File: src/rtl/flash_seq_pkg.sv
// Shared types and helpers for the flash command sequencer.
// Assumes a byte-wide array and an address space of at most 31 bits.
package flash_seq_pkg;

    typedef enum logic [2:0] {
        SQ_IDLE,   // waiting for first unlock write
        SQ_U1,     // first unlock write seen
        SQ_U2,     // second unlock write seen
        SQ_PGM,    // next write carries program target
        SQ_X3,     // extended command code seen
        SQ_X4,     // extended first unlock seen
        SQ_X5      // extended second unlock seen
    } seq_state_t;

    // True when address a falls in the boot region of a 2**aw byte space.
    function automatic logic in_boot(input logic [31:0] a, input int aw,
                                     input int bytes, input bit top);
        logic [31:0] limit;
        limit = (32'(1) << aw) - 32'(bytes);
        return top ? (a >= limit) : (a < 32'(bytes));
    endfunction

endpackage

File: src/rtl/fseq_decoder.sv
// Command sequence decoder. Walks the unlock steps on accepted writes and
// emits one-cycle start pulses for program, erase and lock.
// Assumes writes are single-cycle strobes; writes while busy are not accepted.
module fseq_decoder
    import flash_seq_pkg::*;
#(
    parameter int              ADDR_W     = 20,
    parameter int              DATA_W     = 8,
    parameter logic [ADDR_W-1:0] CMD_ADDR_A = 'h5555,
    parameter logic [ADDR_W-1:0] CMD_ADDR_B = 'h2AAA,
    parameter logic [DATA_W-1:0] UNLOCK_D1  = 'hAA,
    parameter logic [DATA_W-1:0] UNLOCK_D2  = 'h55,
    parameter logic [DATA_W-1:0] PGM_CODE   = 'hA0,
    parameter logic [DATA_W-1:0] EXT_CODE   = 'h80,
    parameter logic [DATA_W-1:0] ERASE_CODE = 'h10,
    parameter logic [DATA_W-1:0] LOCK_CODE  = 'h40
) (
    input  logic              clk,
    input  logic              rst_n,
    input  logic              wr_en,
    input  logic [ADDR_W-1:0] wr_addr,
    input  logic [DATA_W-1:0] wr_data,
    input  logic              busy,
    output logic              start_prog,
    output logic              start_erase,
    output logic              set_lock
);

    seq_state_t state_q, state_d;
    logic       accept;

    assign accept = wr_en && !busy;

    function automatic logic hit(input logic [ADDR_W-1:0] a, input logic [DATA_W-1:0] d,
                                 input logic [ADDR_W-1:0] ea, input logic [DATA_W-1:0] ed);
        return (a == ea) && (d == ed);
    endfunction

    // Next-state and start-pulse decode for one accepted write.
    always_comb begin
        state_d     = state_q;
        start_prog  = 1'b0;
        start_erase = 1'b0;
        set_lock    = 1'b0;
        if (accept) begin
            state_d = SQ_IDLE;
            unique case (state_q)
                SQ_IDLE: if (hit(wr_addr, wr_data, CMD_ADDR_A, UNLOCK_D1)) state_d = SQ_U1;
                SQ_U1:   if (hit(wr_addr, wr_data, CMD_ADDR_B, UNLOCK_D2)) state_d = SQ_U2;
                SQ_U2: begin
                    if (hit(wr_addr, wr_data, CMD_ADDR_A, PGM_CODE))      state_d = SQ_PGM;
                    else if (hit(wr_addr, wr_data, CMD_ADDR_A, EXT_CODE)) state_d = SQ_X3;
                end
                SQ_PGM:  start_prog = 1'b1;
                SQ_X3:   if (hit(wr_addr, wr_data, CMD_ADDR_A, UNLOCK_D1)) state_d = SQ_X4;
                SQ_X4:   if (hit(wr_addr, wr_data, CMD_ADDR_B, UNLOCK_D2)) state_d = SQ_X5;
                SQ_X5: begin
                    start_erase = hit(wr_addr, wr_data, CMD_ADDR_A, ERASE_CODE);
                    set_lock    = hit(wr_addr, wr_data, CMD_ADDR_A, LOCK_CODE);
                end
                default: state_d = SQ_IDLE;
            endcase
        end
    end

    // Sequence state register.
    always_ff @(posedge clk) begin
        if (!rst_n) state_q <= SQ_IDLE;
        else        state_q <= state_d;
    end

    // no step is taken while an operation runs
    a_r6_hold_when_busy: assert property (@(posedge clk) disable iff (!rst_n)
        busy |=> $stable(state_q));

    // at most one action starts per write
    a_r5_single_start: assert property (@(posedge clk) disable iff (!rst_n)
        $onehot0({start_prog, start_erase, set_lock}));

endmodule

File: src/rtl/fseq_timer.sv
// Operation timer. Loads a cycle count when program or erase starts and
// holds busy until it has counted down to zero.
// Assumes loads arrive only while idle and both counts are at least 2.
module fseq_timer #(
    parameter int PROG_CYC  = 64,
    parameter int ERASE_CYC = 1024
) (
    input  logic clk,
    input  logic rst_n,
    input  logic load_prog,
    input  logic load_erase,
    output logic busy
);

    localparam int MAX_CYC = (PROG_CYC > ERASE_CYC) ? PROG_CYC : ERASE_CYC;
    localparam int CNT_W   = $clog2(MAX_CYC + 1);

    logic [CNT_W-1:0] cnt_q;

    // Countdown register: load on start, decrement to zero.
    always_ff @(posedge clk) begin
        if (!rst_n)          cnt_q <= '0;
        else if (load_prog)  cnt_q <= CNT_W'(PROG_CYC);
        else if (load_erase) cnt_q <= CNT_W'(ERASE_CYC);
        else if (cnt_q != 0) cnt_q <= cnt_q - 1'b1;
    end

    assign busy = (cnt_q != '0);

    // a new operation is only loaded when the previous one has ended
    a_r4_load_when_idle: assert property (@(posedge clk) disable iff (!rst_n)
        (load_prog || load_erase) |-> !busy);

endmodule

File: src/rtl/fseq_array.sv
// Behavioural byte array: two windows of 2**WIN_W bytes, one at the bottom
// and one at the top of the address space. Programs AND data in; erase sets
// 0xFF, optionally sparing boot-region bytes.
// Assumes program and erase requests are never issued in the same cycle.
module fseq_array
    import flash_seq_pkg::*;
#(
    parameter int ADDR_W     = 20,
    parameter int DATA_W     = 8,
    parameter int WIN_W      = 4,
    parameter int BOOT_BYTES = 16384,
    parameter bit BOOT_TOP   = 1'b0
) (
    input  logic              clk,
    input  logic              rst_n,
    input  logic              prog_en,
    input  logic [ADDR_W-1:0] prog_addr,
    input  logic [DATA_W-1:0] prog_data,
    input  logic              erase_en,
    input  logic              keep_boot,
    input  logic [ADDR_W-1:0] rd_addr,
    output logic [DATA_W-1:0] rd_data
);

    localparam int WIN     = 1 << WIN_W;
    localparam int ENTRIES = 2 * WIN;

    logic [DATA_W-1:0] cell_q [ENTRIES];
    logic [ADDR_W-1:0] cell_addr [ENTRIES];

    for (genvar i = 0; i < ENTRIES; i++) begin : g_cell
        localparam logic [31:0] BASE  = (i < WIN) ? 32'd0 : ((32'(1) << ADDR_W) - 32'(WIN));
        localparam logic [31:0] ADDR  = BASE + 32'(i % WIN);
        localparam bit          IS_BOOT = in_boot(ADDR, ADDR_W, BOOT_BYTES, BOOT_TOP);

        assign cell_addr[i] = ADDR[ADDR_W-1:0];

        // One byte cell: AND on program, set on erase unless spared.
        always_ff @(posedge clk) begin
            if (!rst_n)
                cell_q[i] <= '1;
            else if (erase_en && !(keep_boot && IS_BOOT))
                cell_q[i] <= '1;
            else if (prog_en && prog_addr == cell_addr[i])
                cell_q[i] <= cell_q[i] & prog_data;
        end

        if (IS_BOOT) begin : g_guard
            // a locked erase leaves boot bytes untouched
            a_r10_boot_kept: assert property (@(posedge clk) disable iff (!rst_n)
                (erase_en && keep_boot && !prog_en) |=> $stable(cell_q[i]));
        end
    end

    // Read mux: matching cell or erased value outside the windows.
    always_comb begin
        rd_data = '1;
        for (int i = 0; i < ENTRIES; i++)
            if (rd_addr == cell_addr[i]) rd_data = cell_q[i];
    end

endmodule

File: src/rtl/flash_seq_ctrl.sv
// Flash command sequencer top. Decodes unlock sequences, applies the sticky
// boot-region lockout, times operations and drives the behavioural array.
// Assumes a synchronous active-low reset that models power-on; the lockout
// is cleared by nothing else.
module flash_seq_ctrl
    import flash_seq_pkg::*;
#(
    parameter int ADDR_W     = 20,
    parameter int DATA_W     = 8,
    parameter int WIN_W      = 4,
    parameter int BOOT_BYTES = 16384,
    parameter bit BOOT_TOP   = 1'b0,
    parameter int PROG_CYC   = 64,
    parameter int ERASE_CYC  = 1024
) (
    input  logic              clk,
    input  logic              rst_n,
    input  logic              wr_en,
    input  logic [ADDR_W-1:0] wr_addr,
    input  logic [DATA_W-1:0] wr_data,
    input  logic [ADDR_W-1:0] rd_addr,
    output logic [DATA_W-1:0] rd_data,
    output logic              busy,
    output logic              boot_locked,
    output logic              prog_req,
    output logic [ADDR_W-1:0] prog_addr,
    output logic [DATA_W-1:0] prog_data,
    output logic              erase_req
);

    logic start_prog, start_erase, set_lock;
    logic target_boot, prog_go;

    fseq_decoder #(.ADDR_W(ADDR_W), .DATA_W(DATA_W)) u_dec (
        .clk(clk), .rst_n(rst_n),
        .wr_en(wr_en), .wr_addr(wr_addr), .wr_data(wr_data),
        .busy(busy),
        .start_prog(start_prog), .start_erase(start_erase), .set_lock(set_lock)
    );

    assign target_boot = in_boot(32'(wr_addr), ADDR_W, BOOT_BYTES, BOOT_TOP);
    assign prog_go     = start_prog && !(boot_locked && target_boot);

    fseq_timer #(.PROG_CYC(PROG_CYC), .ERASE_CYC(ERASE_CYC)) u_tmr (
        .clk(clk), .rst_n(rst_n),
        .load_prog(prog_go), .load_erase(start_erase),
        .busy(busy)
    );

    // Sticky lockout flag.
    always_ff @(posedge clk) begin
        if (!rst_n)        boot_locked <= 1'b0;
        else if (set_lock) boot_locked <= 1'b1;
    end

    // Request pulses and captured program target.
    always_ff @(posedge clk) begin
        if (!rst_n) begin
            prog_req  <= 1'b0;
            erase_req <= 1'b0;
            prog_addr <= '0;
            prog_data <= '0;
        end else begin
            prog_req  <= prog_go;
            erase_req <= start_erase;
            if (prog_go) begin
                prog_addr <= wr_addr;
                prog_data <= wr_data;
            end
        end
    end

    fseq_array #(.ADDR_W(ADDR_W), .DATA_W(DATA_W), .WIN_W(WIN_W),
                 .BOOT_BYTES(BOOT_BYTES), .BOOT_TOP(BOOT_TOP)) u_arr (
        .clk(clk), .rst_n(rst_n),
        .prog_en(prog_req), .prog_addr(prog_addr), .prog_data(prog_data),
        .erase_en(erase_req), .keep_boot(boot_locked),
        .rd_addr(rd_addr), .rd_data(rd_data)
    );

    // the lockout never clears without reset
    a_r8_lock_sticky: assert property (@(posedge clk) disable iff (!rst_n)
        boot_locked |=> boot_locked);

    // no program request reaches a locked boot byte
    a_r9_no_boot_req: assert property (@(posedge clk) disable iff (!rst_n)
        prog_req |-> !(boot_locked && in_boot(32'(prog_addr), ADDR_W, BOOT_BYTES, BOOT_TOP)));

    // every request is covered by a running operation
    a_r2_req_busy: assert property (@(posedge clk) disable iff (!rst_n)
        (prog_req || erase_req) |-> busy);

endmodule

File: config.mk
export PLATFORM = sky130hd
export DESIGN_NAME = flash_seq_ctrl
export DESIGN_NICKNAME = d
export VERILOG_FILES = /design/src/rtl/flash_seq_pkg.sv /design/src/rtl/fseq_decoder.sv /design/src/rtl/fseq_timer.sv /design/src/rtl/fseq_array.sv /design/src/rtl/flash_seq_ctrl.sv
export SDC_FILE = /design/constraint.sdc
export NUM_CORES = 1
export LEC_CHECK = 0
export BUFFER_PORTS_ARGS = -buffer_cell sky130_fd_sc_hd__buf_2
export CORE_MARGIN = 3
export CORE_UTILIZATION = 30
export DETAILED_ROUTE_END_ITERATION = 6
export GPL_TIMING_DRIVEN = 1
export SLEW_MARGIN = 20
export SYNTH_ARGS = -nofsm -noshare
export SYNTH_HDL_FRONTEND = slang
export SYNTH_SLANG_ARGS = --single-unit
File: constraint.sdc
create_clock -name clk -period 2.1 [get_ports clk]
set_input_delay 0.21 -clock clk [delete_from_list [all_inputs] [get_ports clk]]
set_output_delay 0.21 -clock clk [all_outputs]
set_load 0.02 [all_outputs]
# After elaboration in Yosys (flattened, before gate mapping)
# Memory sizes are Yosys's and may differ from the RTL's.
# Index checks and enable logic that the tools add are counted.
[totals]
reg_bits = 45
ram_bits = 256
inputBits = 51
output_inout_bits = 40
elab_cells = 485
n_memories = 1
[op_classes]
add_sub_neg = 1
magnitude_cmp = 1
eq_ne = 76
muxes = 247
n_bitwise = 97
n_reduce_logical = 53
[memory_table]
columns = ["memory", "depth", "word_bits", "read_ports", "rd_ports_with_merged_regs", "write_ports", "line_no", "text"]
rows = [
  ["u_arr.cell_q", 32, 8, 32, 0, 32, "fseq_array.sv:28", "logic [DATA_W-1:0] cell_q [ENTRIES];"],
]
[ops]
columns = ["operator", "count"]
rows = [
  ["two-way mux 8 bit", 96],
  ["== test 20 bit, second input constant", 32],
  ["== test 20 x 4 -> 1 bit, second input constant", 16],
  ["AND 8 bit", 32],
  ["== test 20 x 3 -> 1 bit, second input constant", 8],
  ["two-way mux 1 bit", 142],
  ["== test 20 x 2 -> 1 bit, second input constant", 4],
  ["bitwise OR 1 bit", 64],
  ["logical AND 1 bit", 42],
  ["== test 20 x 1 -> 1 bit, second input constant", 2],
  ["zero test 20 bit", 2],
  ["== test 8 bit, second input constant", 3],
  ["two-way mux 11 bit", 2],
  ["== test 20 x 14 -> 1 bit, second input constant", 1],
  ["== test 20 x 15 -> 1 bit, second input constant", 1],
  ["less-than comparator 20 x 15 -> 1 bit, second input constant", 1],
  ["== test 8 x 7 -> 1 bit, second input constant", 2],
  ["one-hot mux 3 bit (5 select lines)", 1],
  ["two-way mux 3 bit", 4],
  ["nonzero test 11 bit", 1],
  ["subtractor 11 x 1 -> 11 bit, second input constant", 1],
  ["== test 3 bit, second input constant", 3],
  ["== test 8 x 5 -> 1 bit, second input constant", 1],
  ["two-way mux 7 bit", 1],
  ["other kinds (10)", 13],
]

# Logic depth before layout (Yosys ltp)
[logic_depth]
ltp_word = 33
mapped_depth = 11
ltp_nobuf = 8

# Modules after synthesis
# A second synthesis with hierarchy kept.
[hier_totals]
hier_cells = 1489
area_unflattened_um2 = 15762.6
[modules_own_cells]
columns = ["module", "n_inst", "cells_per_inst", "area_per_inst_um2", "seq_area_each_um2"]
rows = [
  ["fseq_array", 1, 1240, 13519.2, 7687.4],
  ["flash_seq_ctrl", 1, 131, 1271.2, 620.6],
  ["fseq_timer", 1, 64, 558.0, 220.2],
  ["fseq_decoder", 1, 54, 414.1, 60.1],
]

# Worst setup path before layout
# OpenSTA, ideal clock, no wires.
[synth_timing]
kind = "register -> register"
start = "register boot_locked"
end = "memory u_arr.cell_q[15][0] (netlist: u_arr.cell_q[0][120]) (enable)"
setup_time_ps = 384
arrival_ps = 1965
t_required_ps = 1716
setup_slack_ps = -249
stages_incl_launch_ff = 7
path_buffers = 0
period_less_slack_ps = 2349
cell_sequence = "dfxtp_1 -> inv_1 -> a21oi_2 -> nand3_1 -> nor2_1 -> nand3_1 -> o21ai_0"
[synth_rtl]
columns = ["item", "line_no", "text"]
rows = [
  ["from (decl)", "flash_seq_ctrl.sv:24", "output logic boot_locked,"],
  ["from (signal assigned)", "flash_seq_ctrl.sv:52", "if (!rst_n) boot_locked <= 1'b0;"],
  ["from (signal assigned)", "flash_seq_ctrl.sv:53", "else if (set_lock) boot_locked <= 1'b1;"],
  ["to (decl)", "fseq_array.sv:28", ""],
]

==> impl_metrics.yaml <==
timing:
  timing.final.ws_setup_ns: -0.763
  max_freq_mhz: 349
  rsz0062_at_grt: "true"
  post-route-period-util: 1.36
  hold_viol: 0
  relSlewSlack: 0.301
  finalSetupTns_ns: -4.92
  period_needed_ns: 2.86
  slew_violations: 0
  worstMarginPinSlew_ns: 1.02
  worst_clock_skew_ns: 0.0269
  whs_ns: 0.0528
  setup_viol: 31
clocking:
  clock-root-buffer: "clkbuf_16"
  clock_latency_ns: 0.57
  ctsHtreeMaxLevel: 2
  clkSlewWorstSetupHoldPaths_ns: 0.06
  cts_made_buffers: 36
  numClockSinks: 301
  cts_tree: "done"
  cts_buffer_depth: 3
finish:
  nNetsFinal: 1964
  final.fill_count: 4770
  syn2layout_area_growth_pct: 42.3
  drive_above_1_share: 0.371
  diodes: 0
routing:
  avgRoutedWirePerCell_um: 21.8
  antenna_left: 0
  drc_errors: 0
  dr.pass1.iters: 6
  vias_per_cell: 5.37
  postRouteWirelength_um: 57000
  drt_iter0_drc: 1243
  vias: 14000
global_route:
  grt_max_degree: 36
  grt_pass1_wl_um: 84700
  grt_pass1_vias: 13900
  busiest_layer: "met2"
  use_met1: 0.286
  antenna_found_initial: 0
  grt-ovfl-total: 0
  grt_use_met2: 0.319
  grt_util_met3: 0.0438
  track_usage: 0.205
placement:
  place.gp.congestion: 0.939
  portBuffers: 90
  dp_hpwl_um: 39500
floorplanning:
  core_area_mm2: 0.0506
  ioPinCount: 91
  rows: 82
  die_h_um: 233
  start_util: 0.306
  chipWidth_um: 233
  die_area_mm2: 0.0544
worst_hold_path:
  hold_depth: 3
  min_path_type: "in2reg"
setup_path:
  cp-start-kind: "flop"
  path_cells: "mux4_2 -> nor2_2 -> a211oi_2 -> nor4b_2 -> buf_4 -> o21ai_2 -> a31oi_4 -> o22ai_2 -> buf_6"
  crit_path_top_delay_cell: "mux4_2"
  critPathMaxStageDelay_ns: 0.51
  path_buf_inv: 2
  rr_worst_depth: 9
  crit_fanout: 2
  cp.required_ns: 1.89
  worstSetupPathType: "reg2out"
  crit_family: "multiplexers"
  cp.arrival_ns: 2.65
  path_depth: 9
  cp-end-kind: "output port"
outcome:
  violations: "setup timing"
  status: "complete, but fails checks"
synthesis:
  synth_common_cells: "381 x nand2_1, 256 x edfxtp_1, 131 x a21o_1, 84 x nor2_1, 73 x a21oi_1"
  synth_area_leader_cell: "edfxtp_1"
  netlist-cell-type-count: 79
  synth_top_area_frac: 0.496
  synthTopCellsByArea: "edfxtp_1 50%, nand2_1 9.2%, a21o_1 6.3%, dfxtp_1 5.8%, a21oi_1 2.4%"
  yosysMostFrequentCell: "nand2_1"
  synth-seq-area-share: 0.554
  synth_seq_cells: 301
  syn_area_mm2: 0.0155
  syn_nets: 1576
  synth_ff_type: "edfxtp_1"
  async_reset_ff_frac: 0
  syn_inst: 1524
  syn_area_per_cell_um2: 10.2
  synth_warnings: 0
  synth-edff-count: 256
flow_run:
  cap_viol_max_count: 0
pwr:
  p_total_uw: 15700
  p_leak_uw: 0.00810
  powerDensity_mw_per_mm2: 711
  peakVddDrop_uv: 458
## layout make-up
type | instances | area [µm²] | share of cell area
clock buffer | 37 | 905 | 0.0410
sequential | 301 | 8600 | 0.390
clock inverter | 28 | 307 | 0.0139
multi-input combinational | 1109 | 7470 | 0.339
inverter | 13 | 52.6 | 0.00238
tap | 672 | 841 | 0.0381
timing repair buffer | 451 | 3870 | 0.175
## routing by layer
metal  share of wire  vias to the layer above  wire length [µm]
met5               0                        -                 0
met4           0.032                        0              1820
met3           0.087                      119              4960
met2            0.45                      622             25800
met1            0.43                     6905             24400
li1                -                     6382                 -
## registers in the layout, indices dropped and copies added, names as in the netlist
| name | cells |
|---|---|
| u_arr.cell_q | 256 |
| prog_addr | 20 |
| u_tmr.cnt_q | 11 |
| prog_data | 8 |
| u_dec.state_q | 3 |
| boot_locked | 1 |
| erase_req | 1 |
| prog_req | 1 |
## cell usage in the layout (no fill, tap or decap), types with 9 or more instances in the layout
cell type,synthesis,routed
o211ai_1,12,12
nor2_2,9,13
a211oi_1,12,10
buf_6,1,51
buf_12,1,26
dlygate4sd3_1,0,27
inv_1,10,9
a21oi_2,11,38
mux2i_1,32,32
dfxtp_1,45,34
nand2_2,11,29
o21ai_4,0,10
mux2_2,14,11
buf_4,6,259
nor2b_1,13,13
a21o_1,131,131
dfxtp_2,0,11
buf_2,33,80
o22ai_1,24,21
nand2_4,0,21
nor4_2,3,9
edfxtp_1,256,256
nor2_1,84,67
nand2b_1,13,12
nor2_4,1,14
nand4_1,14,14
nand2_1,381,334
clkbuf_16,0,38
nor3_1,24,20
a21oi_1,73,43
o21ai_0,69,49
nand3_1,28,25
## cell families after synthesis
kind of cell,count (synthesis),synth area share
buf+inv,114,0.0333
xor+xnor,8,0.00452
simple gates,642,0.188
compound gates,404,0.176
mux,54,0.0425
flops,301,0.554
fa+ha+maj,1,0.000808
## power breakdown
part / switching (µW) / internal [µW]
registers: 299 / 6810
logic: 1080 / 1030
clock network: 2660 / 3790
total: 4040 / 11600
## worst min-delay path, cell delays in order
cell and delay, ns:
buf_2 0.11, buf_4 0.14, o221a_2 0.11
## stage by stage
| step | utilization | cell area (µm²) | instances | setup WS [ns] |
|---|---|---|---|---|
| floorplan | - | 15600 | 1524 | -0.204 |
| global placement | 0.375 | 19000 | 2490 | -0.542 |
| detailed placement | 0.375 | 19000 | 2490 | -0.550 |
| CTS | 0.416 | 21000 | 2597 | -0.861 |
| global route | 0.436 | 22000 | 2611 | -0.861 |
| finish | 0.436 | 22000 | 2611 | -0.763 |
## path summary, 6_finish.rpt
path,from,end,slack [ns]
worst max-delay path,u_arr.cell_q[0][30],rd_data[6],-0.76
worst min-delay path,rst_n,u_dec.state_q[1],0.05
worst max register to register,prog_addr[15],u_arr.cell_q[1][26],-0.06
worst min register to register,prog_data[5],prog_data[5],0.48
## repair_timing
item                       in CTS  in global routing
setup endpoints to repair     429                470
hold buffers                   27                  0
pin swaps                      40                 61
setup buffers                  16                 12
gates cloned                    1                  4
gates resized for setup       107                203
hold endpoints to repair       28                  0
Power figures use the tool's default switching activity.
